<file path="src/rtl/dtg_pkg.sv">
package dtg_pkg;
   localparam int NUM_SEG  = 4;
   localparam int SEG_ACT  = 0;
   localparam int SEG_FP   = 1;
   localparam int SEG_SYNC = 2;
   localparam int SEG_BP   = 3;
   localparam int NUM_AX   = 2;
   localparam int AX_H     = 0;
   localparam int AX_V     = 1;

   typedef struct packed {
      logic hs;
      logic vs;
      logic de;
      logic pclk;
   } dtg_pol_t;
endpackage

</file>
<file path="src/rtl/dtg_axis_cnt.sv">
module dtg_axis_cnt import dtg_pkg::*; #(
   parameter int FIELD_W = 12,
   localparam int CW = FIELD_W + 2
) (
   input  logic clk,
   input  logic rst_n,
   input  logic clr_i,
   input  logic step_i,
   input  logic [NUM_SEG-1:0][FIELD_W-1:0] seg_i,
   output logic [CW-1:0] cnt_o,
   output logic last_o,
   output logic active_o,
   output logic sync_o
);
   logic [CW-1:0] cnt_q;
   logic [CW-1:0] act_end, sync_beg, sync_end, total;

   always_comb begin
      act_end  = CW'(seg_i[SEG_ACT]);
      sync_beg = act_end + CW'(seg_i[SEG_FP]);
      sync_end = sync_beg + CW'(seg_i[SEG_SYNC]);
      total    = sync_end + CW'(seg_i[SEG_BP]);
   end

   assign last_o   = (cnt_q + CW'(1)) >= total;
   assign active_o = cnt_q < act_end;
   assign sync_o   = (cnt_q >= sync_beg) && (cnt_q < sync_end);
   assign cnt_o    = cnt_q;

   always_ff @(posedge clk or negedge rst_n) begin
      if (!rst_n) begin
         cnt_q <= '0;
      end else if (clr_i) begin
         cnt_q <= '0;
      end else if (step_i) begin
         cnt_q <= last_o ? '0 : cnt_q + CW'(1);
      end
   end

   // a step at the end of the axis returns it to zero
   a_r2_wrap_zero: assert property (@(posedge clk) disable iff (!rst_n)
      (step_i && last_o && !clr_i) |=> (cnt_q == '0));
   // a step inside the axis advances by one
   a_r2_step_inc: assert property (@(posedge clk) disable iff (!rst_n)
      (step_i && !last_o && !clr_i) |=> (cnt_q == $past(cnt_q) + CW'(1)));
endmodule

</file>
<file path="src/rtl/dtg_shadow.sv">
module dtg_shadow import dtg_pkg::*; #(
   parameter int FIELD_W = 12
) (
   input  logic clk,
   input  logic rst_n,
   input  logic soft_rst,
   input  logic load_arm_i,
   input  logic run_i,
   input  logic frame_end_i,
   input  logic [NUM_AX-1:0][NUM_SEG-1:0][FIELD_W-1:0] stg_tim_i,
   input  dtg_pol_t stg_pol_i,
   output logic [NUM_AX-1:0][NUM_SEG-1:0][FIELD_W-1:0] work_tim_o,
   output dtg_pol_t work_pol_o,
   output logic pending_o
);
   logic [NUM_AX-1:0][NUM_SEG-1:0][FIELD_W-1:0] work_tim_q;
   dtg_pol_t work_pol_q;
   logic pend_q;
   logic xfer;

   assign xfer = pend_q && !soft_rst && (!run_i || frame_end_i);

   always_ff @(posedge clk or negedge rst_n) begin
      if (!rst_n) begin
         work_tim_q <= '0;
         work_pol_q <= '0;
         pend_q     <= 1'b0;
      end else begin
         if (xfer) begin
            work_tim_q <= stg_tim_i;
            work_pol_q <= stg_pol_i;
         end
         pend_q <= soft_rst ? 1'b0 : (load_arm_i || (pend_q && !xfer));
      end
   end

   assign work_tim_o = work_tim_q;
   assign work_pol_o = work_pol_q;
   assign pending_o  = pend_q;

   // the working set never moves inside a running frame
   a_r6_hold_mid_frame: assert property (@(posedge clk) disable iff (!rst_n)
      (run_i && !frame_end_i) |=> ($stable(work_tim_q) && $stable(work_pol_q)));
   // an armed load while idle is consumed on the next edge
   a_r6_idle_drain: assert property (@(posedge clk) disable iff (!rst_n)
      (pend_q && !run_i && !load_arm_i && !soft_rst) |=> !pend_q);
endmodule

</file>
<file path="src/rtl/dtg_vblank.sv">
module dtg_vblank (
   input  logic clk,
   input  logic rst_n,
   input  logic soft_rst,
   input  logic set_i,
   input  logic clr_i,
   input  logic irq_en_i,
   output logic status_o,
   output logic irq_o
);
   logic stat_q;

   always_ff @(posedge clk or negedge rst_n) begin
      if (!rst_n) begin
         stat_q <= 1'b0;
      end else if (soft_rst) begin
         stat_q <= 1'b0;
      end else if (set_i) begin
         stat_q <= 1'b1;
      end else if (clr_i) begin
         stat_q <= 1'b0;
      end
   end

   assign status_o = stat_q;
   assign irq_o    = stat_q && irq_en_i;

   // a set event wins over a clear in the same cycle
   a_r9_set_wins: assert property (@(posedge clk) disable iff (!rst_n)
      (set_i && !soft_rst) |=> stat_q);
   // a clear with no set drops the flag
   a_r9_clear: assert property (@(posedge clk) disable iff (!rst_n)
      (clr_i && !set_i) |=> !stat_q);
endmodule

</file>
<file path="src/rtl/dtg_outstage.sv">
module dtg_outstage #(
   parameter int CW = 14,
   parameter bit OUT_REG = 1'b0
) (
   input  logic clk,
   input  logic rst_n,
   input  logic hs_i,
   input  logic vs_i,
   input  logic de_i,
   input  logic [CW-1:0] x_i,
   input  logic [CW-1:0] y_i,
   output logic hs_o,
   output logic vs_o,
   output logic de_o,
   output logic [CW-1:0] x_o,
   output logic [CW-1:0] y_o
);
   generate
      if (OUT_REG) begin : g_reg
         always_ff @(posedge clk or negedge rst_n) begin
            if (!rst_n) begin
               hs_o <= 1'b0;
               vs_o <= 1'b0;
               de_o <= 1'b0;
               x_o  <= '0;
               y_o  <= '0;
            end else begin
               hs_o <= hs_i;
               vs_o <= vs_i;
               de_o <= de_i;
               x_o  <= x_i;
               y_o  <= y_i;
            end
         end
      end else begin : g_comb
         assign hs_o = hs_i;
         assign vs_o = vs_i;
         assign de_o = de_i;
         assign x_o  = x_i;
         assign y_o  = y_i;
      end
   endgenerate
endmodule

</file>
<file path="src/rtl/dtg_top.sv">
module dtg_top import dtg_pkg::*; #(
   parameter int FIELD_W = 12,
   parameter bit OUT_REG = 1'b0,
   localparam int COORD_W = FIELD_W + 2
) (
   input  logic clk,
   input  logic rst_n,
   input  logic soft_rst,
   input  logic en_req,
   input  logic load_arm,
   input  logic [FIELD_W-1:0] h_active,
   input  logic [FIELD_W-1:0] h_front,
   input  logic [FIELD_W-1:0] h_sync,
   input  logic [FIELD_W-1:0] h_back,
   input  logic [FIELD_W-1:0] v_active,
   input  logic [FIELD_W-1:0] v_front,
   input  logic [FIELD_W-1:0] v_sync,
   input  logic [FIELD_W-1:0] v_back,
   input  logic inv_hs,
   input  logic inv_vs,
   input  logic inv_de,
   input  logic inv_pclk,
   input  logic vbl_irq_en,
   input  logic vbl_clr,
   output logic en_status,
   output logic load_pending,
   output logic hsync,
   output logic vsync,
   output logic de,
   output logic pclk_fall,
   output logic [COORD_W-1:0] pix_x,
   output logic [COORD_W-1:0] pix_y,
   output logic vbl_status,
   output logic vbl_irq
);
   generate
      if (FIELD_W < 2) begin : g_bad_width
         $error("dtg_top: FIELD_W must be at least 2");
      end
   endgenerate

   logic [NUM_AX-1:0][NUM_SEG-1:0][FIELD_W-1:0] stg_tim, work_tim;
   dtg_pol_t stg_pol, work_pol;
   logic run_q, frame_end, cnt_clr, vbl_set;
   logic [NUM_AX-1:0] ax_step, ax_last, ax_act, ax_sync;
   logic [NUM_AX-1:0][COORD_W-1:0] ax_cnt;
   logic hs_raw, vs_raw, de_raw, hs_st, vs_st, de_st;

   assign stg_tim[AX_H] = {h_back, h_sync, h_front, h_active};
   assign stg_tim[AX_V] = {v_back, v_sync, v_front, v_active};
   assign stg_pol = '{hs: inv_hs, vs: inv_vs, de: inv_de, pclk: inv_pclk};

   dtg_shadow #(.FIELD_W(FIELD_W)) shadow_i (
      .clk(clk), .rst_n(rst_n), .soft_rst(soft_rst), .load_arm_i(load_arm),
      .run_i(run_q), .frame_end_i(frame_end), .stg_tim_i(stg_tim),
      .stg_pol_i(stg_pol), .work_tim_o(work_tim), .work_pol_o(work_pol),
      .pending_o(load_pending));

   assign frame_end = run_q && ax_last[AX_H] && ax_last[AX_V];
   assign cnt_clr   = soft_rst || !run_q;
   assign ax_step[AX_H] = run_q;
   assign ax_step[AX_V] = run_q && ax_last[AX_H];

   generate
      for (genvar a = 0; a < NUM_AX; a++) begin : g_axis
         dtg_axis_cnt #(.FIELD_W(FIELD_W)) cnt_i (
            .clk(clk), .rst_n(rst_n), .clr_i(cnt_clr), .step_i(ax_step[a]),
            .seg_i(work_tim[a]), .cnt_o(ax_cnt[a]), .last_o(ax_last[a]),
            .active_o(ax_act[a]), .sync_o(ax_sync[a]));
      end
   endgenerate

   always_ff @(posedge clk or negedge rst_n) begin
      if (!rst_n) begin
         run_q <= 1'b0;
      end else if (soft_rst) begin
         run_q <= 1'b0;
      end else if (!run_q) begin
         run_q <= en_req;
      end else if (frame_end && !en_req) begin
         run_q <= 1'b0;
      end
   end
   assign en_status = run_q;

   assign vbl_set = run_q && ax_last[AX_H] && !ax_last[AX_V]
                    && ((ax_cnt[AX_V] + COORD_W'(1)) == COORD_W'(work_tim[AX_V][SEG_ACT]));

   dtg_vblank vblank_i (
      .clk(clk), .rst_n(rst_n), .soft_rst(soft_rst), .set_i(vbl_set),
      .clr_i(vbl_clr), .irq_en_i(vbl_irq_en), .status_o(vbl_status),
      .irq_o(vbl_irq));

   assign hs_raw = run_q && ax_sync[AX_H];
   assign vs_raw = run_q && ax_sync[AX_V];
   assign de_raw = run_q && ax_act[AX_H] && ax_act[AX_V];

   dtg_outstage #(.CW(COORD_W), .OUT_REG(OUT_REG)) out_i (
      .clk(clk), .rst_n(rst_n), .hs_i(hs_raw), .vs_i(vs_raw), .de_i(de_raw),
      .x_i(ax_cnt[AX_H]), .y_i(ax_cnt[AX_V]), .hs_o(hs_st), .vs_o(vs_st),
      .de_o(de_st), .x_o(pix_x), .y_o(pix_y));

   assign hsync     = hs_st ^ work_pol.hs;
   assign vsync     = vs_st ^ work_pol.vs;
   assign de        = de_st ^ work_pol.de;
   assign pclk_fall = work_pol.pclk;

   // the raster stops only after the last pixel of a frame or on soft reset
   a_r8_stop_at_end: assert property (@(posedge clk) disable iff (!rst_n)
      $fell(run_q) |-> ($past(frame_end) || $past(soft_rst)));
   // the blank flag rises exactly as the raster enters the first blank line
   a_r9_rise_pos: assert property (@(posedge clk) disable iff (!rst_n)
      $rose(vbl_status) |-> (ax_cnt[AX_H] == '0
         && ax_cnt[AX_V] == COORD_W'(work_tim[AX_V][SEG_ACT])));
   // soft reset leaves the raster idle at the origin
   a_r11_soft_idle: assert property (@(posedge clk) disable iff (!rst_n)
      soft_rst |=> (!run_q && ax_cnt[AX_H] == '0 && ax_cnt[AX_V] == '0 && !load_pending));
endmodule

</file>
<file path="config.mk">
export PLATFORM = sky130hd
export DESIGN_NAME = dtg_top
export DESIGN_NICKNAME = d
export VERILOG_FILES = /design/src/rtl/dtg_pkg.sv /design/src/rtl/dtg_axis_cnt.sv /design/src/rtl/dtg_shadow.sv /design/src/rtl/dtg_vblank.sv /design/src/rtl/dtg_outstage.sv /design/src/rtl/dtg_top.sv
export SDC_FILE = /design/constraint.sdc
export NUM_CORES = 1
export LEC_CHECK = 0
export ABC_CLOCK_PERIOD_IN_PS = 6700
export BUFFER_PORTS_ARGS = -buffer_cell sky130_fd_sc_hd__buf_2
export CAP_MARGIN = 40
export CORE_MARGIN = 10
export CORE_UTILIZATION = 35
export DETAILED_ROUTE_END_ITERATION = 8
export PLACE_DENSITY_LB_ADDON = 0.12
export SYNTH_ARGS = -nofsm -noshare
export SYNTH_HDL_FRONTEND = slang
export SYNTH_SLANG_ARGS = --single-unit
</file>
<file path="constraint.sdc">
create_clock -name clk -period 6.7 [get_ports clk]
set_input_delay 1.34 -clock clk [delete_from_list [all_inputs] [get_ports clk]]
set_output_delay 1.34 -clock clk [all_outputs]
set_load 0.01 [all_outputs]
</file>
# Yosys cells after proc, flatten, opt, wreduce, memory -nomap -nowiden
# Cells that the tools add are included.
[totals]
reg_bits = 131
input_bits = 107
out_inout_bits = 36
word_cells = 76
[classes]
n_addsub = 8
n_lt_le_gt_ge = 8
eq_ne = 1
n_mux = 13
bitwise_logic = 3
n_reduce_logical = 26
[ops]
columns = ["cell", "count"]
rows = [
  ["$mux 14", 6],
  ["$add 14x12->14", 4],
  ["$ge 14x14->1", 4],
  ["$add 14x1->14 const B", 2],
  ["$lt 14x12->1", 2],
  ["$lt 14x14->1", 2],
  ["$add 12x12->13", 2],
  ["$logic_and 1x1->1", 15],
  ["$eq 14x12->1", 1],
  ["$mux 1", 7],
  ["$logic_not 1->1", 5],
  ["$reduce_bool 2->1", 2],
  ["$logic_or 1x1->1", 3],
  ["$reduce_bool 3->1", 1],
  ["$xor 1x1->1", 3],
]

# Logic depth before layout (Yosys ltp)
# Gate-level depths: netlist of the first run.
[depth]
depth_word = 12
depth_mapped = 31
mapped_depth_nobuf = 29

# Modules after synthesis
# Synthesis of the first run repeated with hierarchy kept, for this count alone.
[hier_totals]
cells_unflattened = 1266
hier_area_um2 = 12699.7
[by_module_without_submodules]
columns = ["module", "instances", "cells_per_inst", "area_per_inst_um2", "seq_area_each_um2"]
rows = [
  ["dtg_shadow", 1, 216, 4290.4, 2527.4],
  ["dtg_axis_cnt at g_axis[0].cnt_i", 1, 467, 3807.4, 350.3],
  ["dtg_axis_cnt at g_axis[1].cnt_i", 1, 469, 3756.1, 350.3],
  ["dtg_top", 1, 78, 563.0, 25.0],
  ["dtg_outstage", 1, 31, 232.7, 0.0],
  ["dtg_vblank", 1, 5, 50.0, 25.0],
]

# Worst setup path after synthesis of the first run
# Ideal clock, no wire load.
[synth_path]
kind = "register -> register"
from = "reg shadow_i.work_tim_q (netlist bit shadow_i.work_tim_o[49])"
to = "reg shadow_i.work_pol_q (netlist bit shadow_i.work_pol_o[0])"
setup_ps = 128
arrival_ps = 6050
required_ps = 6572
slack_ps = 522
stages_incl_launch_ff = 29
path_buffers = 2
path_cell_list = "dfrtp_1 -> ha_1 -> a21o_1 -> a21oi_1 -> nor2b_1 -> o21a_1 -> nor2_1 -> xnor2_1 -> ha_1 -> and3_1 -> a21oi_1 -> nand2_1 -> nor2_1 -> xnor2_1 -> ha_1 -> a211oi_1 -> nand2_1 -> o221ai_1 -> nor2_1 -> a2111oi_0 -> mux2_2 -> ha_1 -> nand4_1 -> nor3_2 -> nor2_1 -> nor4b_1 -> buf_2 -> buf_4 -> mux2_1"
[synth_between]
elab_chain_len = 7
[synth_rtl]
columns = ["element", "line_no", "source"]
rows = [
  ["from (decl)", "dtg_shadow.sv:16", "logic [NUM_AX-1:0][NUM_SEG-1:0][FIELD_W-1:0] work_tim_q;"],
  ["from (signal assigned)", "dtg_shadow.sv:30", "work_tim_q <= stg_tim_i;"],
  ["$add 12x12->13", "dtg_axis_cnt.sv:20", "sync_beg = act_end + CW'(seg_i[SEG_FP]);"],
  ["$add 14x12->14", "dtg_axis_cnt.sv:21", "sync_end = sync_beg + CW'(seg_i[SEG_SYNC]);"],
  ["$add 14x12->14", "dtg_axis_cnt.sv:22", "total = sync_end + CW'(seg_i[SEG_BP]);"],
  ["$ge 14x14->1", "dtg_axis_cnt.sv:25", "assign last_o = (cnt_q + CW'(1)) >= total;"],
  ["$logic_and 1x1->1", "dtg_top.sv:59", "assign frame_end = run_q && ax_last[AX_H] && ax_last[AX_V];"],
  ["$logic_or 1x1->1", "dtg_shadow.sv:21", "assign xfer = pend_q && !soft_rst && (!run_i || frame_end_i);"],
  ["$logic_and 1x1->1", "dtg_shadow.sv:21", ""],
  ["to (signal assigned)", "dtg_shadow.sv:31", "work_pol_q <= stg_pol_i;"],
  ["to (decl)", "dtg_shadow.sv:17", "dtg_pol_t work_pol_q;"],
]
# Every way passes these cells.
# A chain may end at the register's enable or synchronous reset.

# Worst setup path in the final report of the first run
[layout_path]
from = "reg shadow_i.work_tim_q (netlist bit shadow_i.work_tim_o[1])"
to = "out hsync"
[layout_between]
elab_chain_len = 6
elab_cells_between_ends = 7
[layout_rtl]
columns = ["element", "line_no", "source"]
rows = [
  ["$add 12x12->13 *", "dtg_axis_cnt.sv:20", ""],
  ["$add 14x12->14", "dtg_axis_cnt.sv:21", ""],
  ["$lt 14x14->1", "dtg_axis_cnt.sv:27", "assign sync_o = (cnt_q >= sync_beg) && (cnt_q < sync_end);"],
  ["$logic_and 1x1->1 *", "dtg_axis_cnt.sv:27", ""],
  ["$logic_and 1x1->1 *", "dtg_top.sv:94", "assign hs_raw = run_q && ax_sync[AX_H];"],
  ["$xor 1x1->1 *", "dtg_top.sv:103", "assign hsync = hs_st ^ work_pol.hs;"],
  ["to (decl)", "dtg_top.sv:27", "output logic hsync,"],
]
# Every way passes the cells marked *; elsewhere a longest branch is shown, timed or not.

==> out/qor.txt, run 1 <==
STATUS
--------------------------------------------------------------------------------
Run status                                                          complete, no violations

DIE
--------------------------------------------------------------------------------
IO Count                                                                     143
Die height                                                                200 µm
Die width                                                                 200 µm
Die area                                                              0.0400 mm²
Std-Cell Core Area                                                    0.0317 mm²
Initial cell density of the core                                           35.7%
Row Count                                                                     65

CRITICAL PATH
--------------------------------------------------------------------------------
Critical path required time                                              5360 ps
Worst-case reg-to-reg path depth                                              25
R2r setup slk                                                             280 ps
Nature of the critical path endpoint                                 output port
Maximum fanout along the worst path                                            3
Kind of critical path                                                 reg -> out
Sort of element at the start of the critical path                           flop
Endpoint of the worst-slack reg-to-reg timing path                  shadow_i.work_tim_o[49]
Worst Path Arrival                                                       5110 ps
Worst reg2reg startpoint                                            shadow_i.work_tim_o[48]

TIMING
--------------------------------------------------------------------------------
Shortest period the worst path allows                                    6450 ps
Slew at the pin closest to its max-slew limit                             794 ps
Number of endpoints failing setup at the final stage                           0
Worst slew margin relative to its limit                                    47.1%
Share of the clock period used by the worst path                           96.2%
Final worst clock skew                                                   9.59 ps
Total count of max-transition violations in the final report                   0
Maximum frequency from static timing analysis                          0.155 GHz
Number of hold violations in the final report                                  0

LOGIC SYNTHESIS
--------------------------------------------------------------------------------
Share of synthesized flip-flops with an asynchronous set or reset           100%
#FFs+latches synth                                                           131
Area of the mapped netlist                                            0.0113 mm²
Avg Cell Area, Syn                                                      9.60 µm²
Number of synthesized flops with an enable pin                                 0
Mapped Cells                                                                1181
Yosys cell types                                                              65
Sequential cell area fraction in the yosys report                          28.9%
Most used flip-flop cell after synthesis                                 dfrtp_1
YS warnings                                                                    0
Synthesized Nets                                                            1472

DETAILED ROUTING
--------------------------------------------------------------------------------
Final ANT Viol Nets                                                            0
Drt initial violations                                                       405
Via count                                                                   9319
Wirelength, routed                                                      34300 µm
Routed WL per cell                                                       19.2 µm
Via-to-Cell Ratio                                                           5.21
Number of detailed-routing iterations run before antenna repair                5
Post-route DRC                                                                 0

CLOCKING
--------------------------------------------------------------------------------
Worst-path clk slew                                                        60 ps
Clock net sink count                                                         131
TritonCTS buffer count                                                        17
Buffer cell driving the clock tree root                                clkbuf_16
Total of hold buffers inserted after clock tree synthesis                      0
Worst skew pair latency                                                   460 ps
CTS Buffer Depth                                                               2
Clock tree from TritonCTS                                                  built
CTS H-tree lvls                                                                4

FINAL LAYOUT
--------------------------------------------------------------------------------
Design Area, Final                                                    0.0139 mm²
Core Util, Final                                                           43.8%
Final layout net count                                                      1663
Layout cell share with drive strength beyond 1                             21.2%
Synth-to-layout area growth                                                22.5%
Number of antenna cells inserted                                               0
Number of filler cells placed in the layout                                 3120

GLOBAL ROUTING
--------------------------------------------------------------------------------
Largest net degree at the start of global routing                             73
GRT Residual Overflow                                                          0
Via count of the first global-routing pass                                  9412
Global-route wire length before repair                                  51800 µm
Global-route total usage across every layer                                16.8%
Number of antenna violations at the first check in global routing              0

MIN PATH
--------------------------------------------------------------------------------
Number of cells traversed by the worst hold path                               1
Path type of the worst min-delay path                                 reg -> reg
Worst hold endpoint                                                 shadow_i.work_pol_o[0]
HP Start                                                            shadow_i.work_pol_o[0]

PLACED DESIGN
--------------------------------------------------------------------------------
RePlAce Congestion                                                         0.842
Detailed placer's ending HPWL                                           26800 µm
IO buf count                                                                 142
Placed cell areas                                                     0.0127 mm²

RUN
--------------------------------------------------------------------------------
Max-Cap Viols                                                                  0

-- per-layer routing --
layer	global-route usage, %	wire [µm]
met4	4.40	484
met2	28.9	17000
met5	0	0
met1	20.6	15300
met3	3.92	1420
-- logic make-up (layout without fill, tap and decap cells) --
kind of cell             after synthesis  after routing  share of synthesized area, %
AO/OA/AOI/OAI                        262            262                          14.8
XOR/XNOR                             103            103                          7.96
adder cells (fa/ha/maj)              184            184                          20.7
buffers and inverters                120            324                          4.39
flip-flops                           131            131                          28.9
multiplexers                         101            101                          10.0
AND/OR/NAND/NOR                      280            280                          13.2
-- worst max-delay path: stages (launching register included) --
cell and delay (ps):
dfrtp_1 390, ha_1 300, a21o_1 190, a21oi_2 170, nor2b_2 80, nor4_4 250
o31ai_2 110, o41ai_1 330, buf_4 180, xnor2_1 140, ha_1 270, buf_4 160
a21oi_4 130, nand2_2 80, o21ai_4 190, xnor2_2 150, ha_1 270, a21o_1 180
a21oi_1 140, nand4b_1 130, a211oi_2 360, buf_4 180, xor2_1 130, buf_2 150
-- cell usage in the layout, fill, tap and decap left out, drive strengths merged, types with 14 or more instances in the layout --
cell type	Yosys	final
buf	18	192
ha	178	178
dfrtp	131	131
mux2	101	101
inv	95	100
a21oi	79	79
xnor2	68	68
nor2	63	63
o21ai	61	61
nand2	42	42
xor2	35	35
nand3	30	30
nor2b	30	30
a21o	28	28
nor3	27	27
clkbuf	7	24
nand4	17	17
and3	16	16
nand2b	14	14
-- cell usage after synthesis, types with 4 or more instances --
master	instances	share of area [%]
a2111oi_0	5	0.39
a211oi_1	12	0.79
a21o_1	27	1.8
a21oi_1	79	3.5
a31oi_1	12	0.66
a41oi_1	4	0.31
and2_1	5	0.28
and3_1	16	0.88
buf_2	8	0.35
buf_4	10	0.66
clkbuf_1	7	0.23
dfrtp_1	131	29
fa_1	6	1.1
ha_1	178	20
inv_1	95	3.1
mux2_1	100	9.9
nand2_1	42	1.4
nand2b_1	14	0.77
nand3_1	29	1.3
nand4_1	16	0.88
nor2_1	63	2.1
nor2b_1	30	1.7
nor3_1	26	1.1
nor3b_1	5	0.33
nor4_1	5	0.28
o2111ai_1	6	0.46
o211ai_1	4	0.26
o21a_1	12	0.79
o21ai_0	61	2.7
o21bai_1	7	0.46
o31ai_1	4	0.26
or2_2	7	0.39
or3_1	8	0.44
xnor2_1	68	5.3
xor2_1	35	2.7
-- area by class of cell --
class | instances | area [µm²] | area share [%]
Timing Repair Buffer | 197 | 1290 | 9.26
Multi-Input combinational cell | 930 | 7880 | 56.8
Tap cell | 402 | 503 | 3.62
Clock inverter | 13 | 124 | 0.892
Sequential cell | 131 | 3280 | 23.6
Inverter | 95 | 357 | 2.57
Clock buffer | 19 | 453 | 3.26
-- state kept, by name, indices dropped and copies added, names as in the netlist --
| register | count |
|---|---|
| shadow_i.work_tim_o | 96 |
| shadow_i.pending_o | 1 |
| en_status | 1 |
| shadow_i.work_pol_o | 4 |
| g_axis.cnt_i.cnt_o | 28 |
| vblank_i.status_o | 1 |
-- worst max path at each step --
stage	startpoint	endpoint	slack [ps]	cells after the start
3_5_place_dp	shadow_i.work_tim_o[48]	shadow_i.work_tim_o[27]	-350	24
3_3_place_gp	shadow_i.work_tim_o[48]	shadow_i.work_tim_o[13]	-60	24
2_1_floorplan	shadow_i.work_tim_o[49]	shadow_i.work_pol_o[0]	520	28
6_report	shadow_i.work_tim_o[1]	hsync	250	23
5_1_grt	shadow_i.work_tim_o[48]	shadow_i.work_tim_o[49]	-40	28
4_1_cts	shadow_i.work_tim_o[1]	hsync	30	24
-- metrics by stage --
step                      TNS [ps]  setup slack [ps]  hold slack, ps  cells
after floorplan                  0               522             462   1181
after global placement       -1360             -63.5             464   1737
after detailed placement    -22870              -346             479   1738
after CTS                        0              32.1             494   1771
after global routing          -236             -36.5             507   1787
final                            0               255             486   1787
-- what timing repair did --
action                                  CTS  global route
endpoints found under the setup margin  101           119
resized for setup                         9            66
cloned                                    0             6
buffers inserted                          1            10
pin swaps                                 3            30
Power of run 1 is not shown: default switching activity piles up to over one toggle a cycle in this logic, so the estimate is an artifact.
==> inputs of run 2 (changes only) <==
--- a/config.mk
+++ b/config.mk
@@ -5,11 +5,12 @@
 export SDC_FILE = /design/constraint.sdc
 export NUM_CORES = 1
 export LEC_CHECK = 0
-export ABC_CLOCK_PERIOD_IN_PS = 6700
+export ABC_CLOCK_PERIOD_IN_PS = 7100
 export BUFFER_PORTS_ARGS = -buffer_cell sky130_fd_sc_hd__buf_2
 export CAP_MARGIN = 40
 export CORE_MARGIN = 10
 export CORE_UTILIZATION = 35
+export CTS_BUF_LIST = sky130_fd_sc_hd__clkbuf_8
 export DETAILED_ROUTE_END_ITERATION = 8
 export PLACE_DENSITY_LB_ADDON = 0.12
 export SYNTH_ARGS = -nofsm -noshare
==> constraint.sdc (replaced) <==
create_clock -name clk -period 7.1 [get_ports clk]
set_input_delay 1.42 -clock clk [delete_from_list [all_inputs] [get_ports clk]]
set_output_delay 1.42 -clock clk [all_outputs]
set_load 0.01 [all_outputs]
==> out/qor.txt, run 2 (synthesis results as in run 1) <==
STATUS
--------------------------------------------------------------------------------
Run status                                                          complete, no violations   unchanged

CRITICAL PATH
--------------------------------------------------------------------------------
Endpoint of the worst-slack reg-to-reg timing path                  shadow_i.work_tim_o[35]   was shadow_i.work_tim_o[49]
Kind of critical path                                                 reg -> out   unchanged
Worst Path Arrival                                                       5270 ps   was 5110 ps
Nature of the critical path endpoint                                 output port   unchanged
R2r setup slk                                                             430 ps   was 280 ps
Sort of element at the start of the critical path                           flop   unchanged
Worst-case reg-to-reg path depth                                              28   was 25
Critical path required time                                              5680 ps   was 5360 ps
Maximum fanout along the worst path                                            9   was 3
Worst reg2reg startpoint                                            shadow_i.work_tim_o[0]   was shadow_i.work_tim_o[48]

FINAL LAYOUT
--------------------------------------------------------------------------------
Area of the multi-input gates                                        0.00764 mm²   was 0.00788 mm²
Number of filler cells placed in the layout                                 3222   was 3120
Number of antenna cells inserted                                               0   unchanged
Layout cell share with drive strength beyond 1                             16.6%   was 21.2%
Most common library cell in the layout ignoring fill and taps               ha_1   unchanged
Core Util, Final                                                           41.3%   was 43.8%
Final layout net count                                                      1624   was 1663
Most frequent cells in the layout                                   ha_1 (177), buf_2 (141), dfrtp_1 (131), mux2_1 (100), inv_1 (96)   was ha_1 (169), buf_2 (141), dfrtp_1 (131), mux2_1 (100), inv_1 (94)
Flip-flop count of the largest register after layout                          96   unchanged
Area taken by flip-flops and latches                                 0.00328 mm²   unchanged
Synth-to-layout area growth                                                15.5%   was 22.5%

GLOBAL ROUTING
--------------------------------------------------------------------------------
Number of antenna violations at the first check in global routing              1   was 0
Via count of the first global-routing pass                                  8994   was 9412
Global-route total usage across every layer                                16.3%   was 16.8%
Largest net degree at the start of global routing                             78   was 73
GRT Residual Overflow                                                          0   unchanged
Global-route wire length before repair                                  50800 µm   was 51800 µm

TIMING
--------------------------------------------------------------------------------
Final Hold Slack                                                          492 ps   was 486 ps
Worst slew margin relative to its limit                                    50.2%   was 47.1%
Share of the clock period used by the worst path                           94.2%
Slew at the pin closest to its max-slew limit                             728 ps   was 794 ps
Maximum frequency from static timing analysis                          0.149 GHz
Number of endpoints failing setup at the final stage                           0   unchanged
Number of hold violations in the final report                                  0   unchanged
Total count of max-transition violations in the final report                   0   unchanged
Final worst clock skew                                                   19.2 ps   was 9.59 ps
Shortest period the worst path allows                                    6690 ps

DIE
--------------------------------------------------------------------------------
Initial cell density of the core                                           35.7%   unchanged
Row Count                                                                     65   unchanged
Die width                                                                 200 µm   unchanged
Std-Cell Core Area                                                    0.0317 mm²   unchanged
Die height                                                                200 µm   unchanged
Die area                                                              0.0400 mm²   unchanged
IO Count                                                                     143   unchanged

CLOCKING
--------------------------------------------------------------------------------
CTS H-tree lvls                                                                4   unchanged
Buffer cell driving the clock tree root                                 clkbuf_8   was clkbuf_16
Worst skew pair latency                                                   480 ps   was 460 ps
CTS Buffer Depth                                                               2   unchanged
Worst-path clk slew                                                        80 ps   was 60 ps
Clock net sink count                                                         131   unchanged
TritonCTS buffer count                                                        17   unchanged
Total of hold buffers inserted after clock tree synthesis                      0   unchanged
Clock tree from TritonCTS                                                  built   unchanged

PLACED DESIGN
--------------------------------------------------------------------------------
RePlAce Congestion                                                         0.825   was 0.842
Detailed placer's ending HPWL                                           26100 µm   was 26800 µm
IO buf count                                                                 142   unchanged

MIN PATH
--------------------------------------------------------------------------------
Worst hold endpoint                                                 shadow_i.work_pol_o[0]   unchanged
Number of cells traversed by the worst hold path                               1   unchanged
HP Start                                                            shadow_i.work_pol_o[0]   unchanged
Path type of the worst min-delay path                                 reg -> reg   unchanged

DETAILED ROUTING
--------------------------------------------------------------------------------
Post-route DRC                                                                 0   unchanged
Via count                                                                   9078   was 9319
Routed WL per cell                                                       18.5 µm   was 19.2 µm
Number of detailed-routing iterations run before antenna repair                5   unchanged
Final ANT Viol Nets                                                            0   unchanged
Via-to-Cell Ratio                                                           5.19   was 5.21
Wirelength, routed                                                      32400 µm   was 34300 µm
Drt initial violations                                                       417   was 405

RUN
--------------------------------------------------------------------------------
Max-Cap Viols                                                                  0   unchanged

run 2: cell types whose count changed in the layout (fill, tap and decap cells not counted), moves of 5 or more:
cell       before  now
buf_4          43   13
clkbuf_16      22    0
clkbuf_8        2   19
ha_1          169  177
ha_4            6    0
a21oi_1        72   77
o21ai_0        53   58
run 2: how the worst max path moves through the flow:
stage / from / to / cells past startpoint
2_1_floorplan: shadow_i.work_tim_o[49] / shadow_i.work_pol_o[0] / 28
3_3_place_gp: shadow_i.work_tim_o[48] / shadow_i.work_tim_o[80] / 25
3_5_place_dp: shadow_i.work_tim_o[49] / shadow_i.work_tim_o[57] / 25
4_1_cts: shadow_i.work_tim_o[49] / shadow_i.work_tim_o[57] / 25
5_1_grt: shadow_i.work_tim_o[48] / shadow_i.work_tim_o[35] / 26
6_report: shadow_i.work_tim_o[13] / hsync / 23
run 2: layer usage:
metal	up-vias	share of wire (%)	track usage (%)
li1	4586	-	-
met1	4338	45	20.4
met2	135	50	28.3
met3	19	4.2	3.60
met4	0	0.77	2.97
met5	-	0	0
run 2: repair_timing:
item                                    in CTS  in global routing
gates resized for setup                      3                 23
cloned                                       0                  1
buffers inserted                             0                  2
endpoints found under the setup margin       1                101
pin swaps                                    0                  5
run 2: final cells by class:
type / instances / share of cell area, %
clock inverters: 13 / 1.21
clock buffers: 19 / 2.00
repair buffers: 158 / 6.79
inverters: 95 / 2.72
well taps: 402 / 3.84
flip-flops and latches: 131 / 25.0
multi-input cells: 930 / 58.4
run 2: worst max-delay path, stage by stage, from the launching register on:
cell and delay, ps:
dfrtp_1 420, ha_1 290, a21o_1 200, a21oi_2 170
nor2b_1 90, nor4_2 280, o31ai_1 170, nor2_1 230
xnor2_1 170, ha_2 370, a21oi_2 170, o21bai_1 70
a21oi_1 200, nand2_1 90, o21ai_2 190, xnor2_1 210
ha_1 310, a21o_1 180, a21oi_1 130, nand4b_1 120
a211oi_2 260, buf_4 170, xor2_1 130, buf_2 150
run 2: per-stage QoR:
stage	cells	instance area, µm²	setup TNS, ps	setup WS (ps)
after floorplan	1181	11300	0	922
after global placement	1713	12500	0	309
after detailed placement	1713	12500	0	39.2
after CTS	1745	13000	0	19.8
after global routing	1748	13100	-16.7	-4.93
final	1748	13100	0	411
Power of run 2 is left out for the same reason.
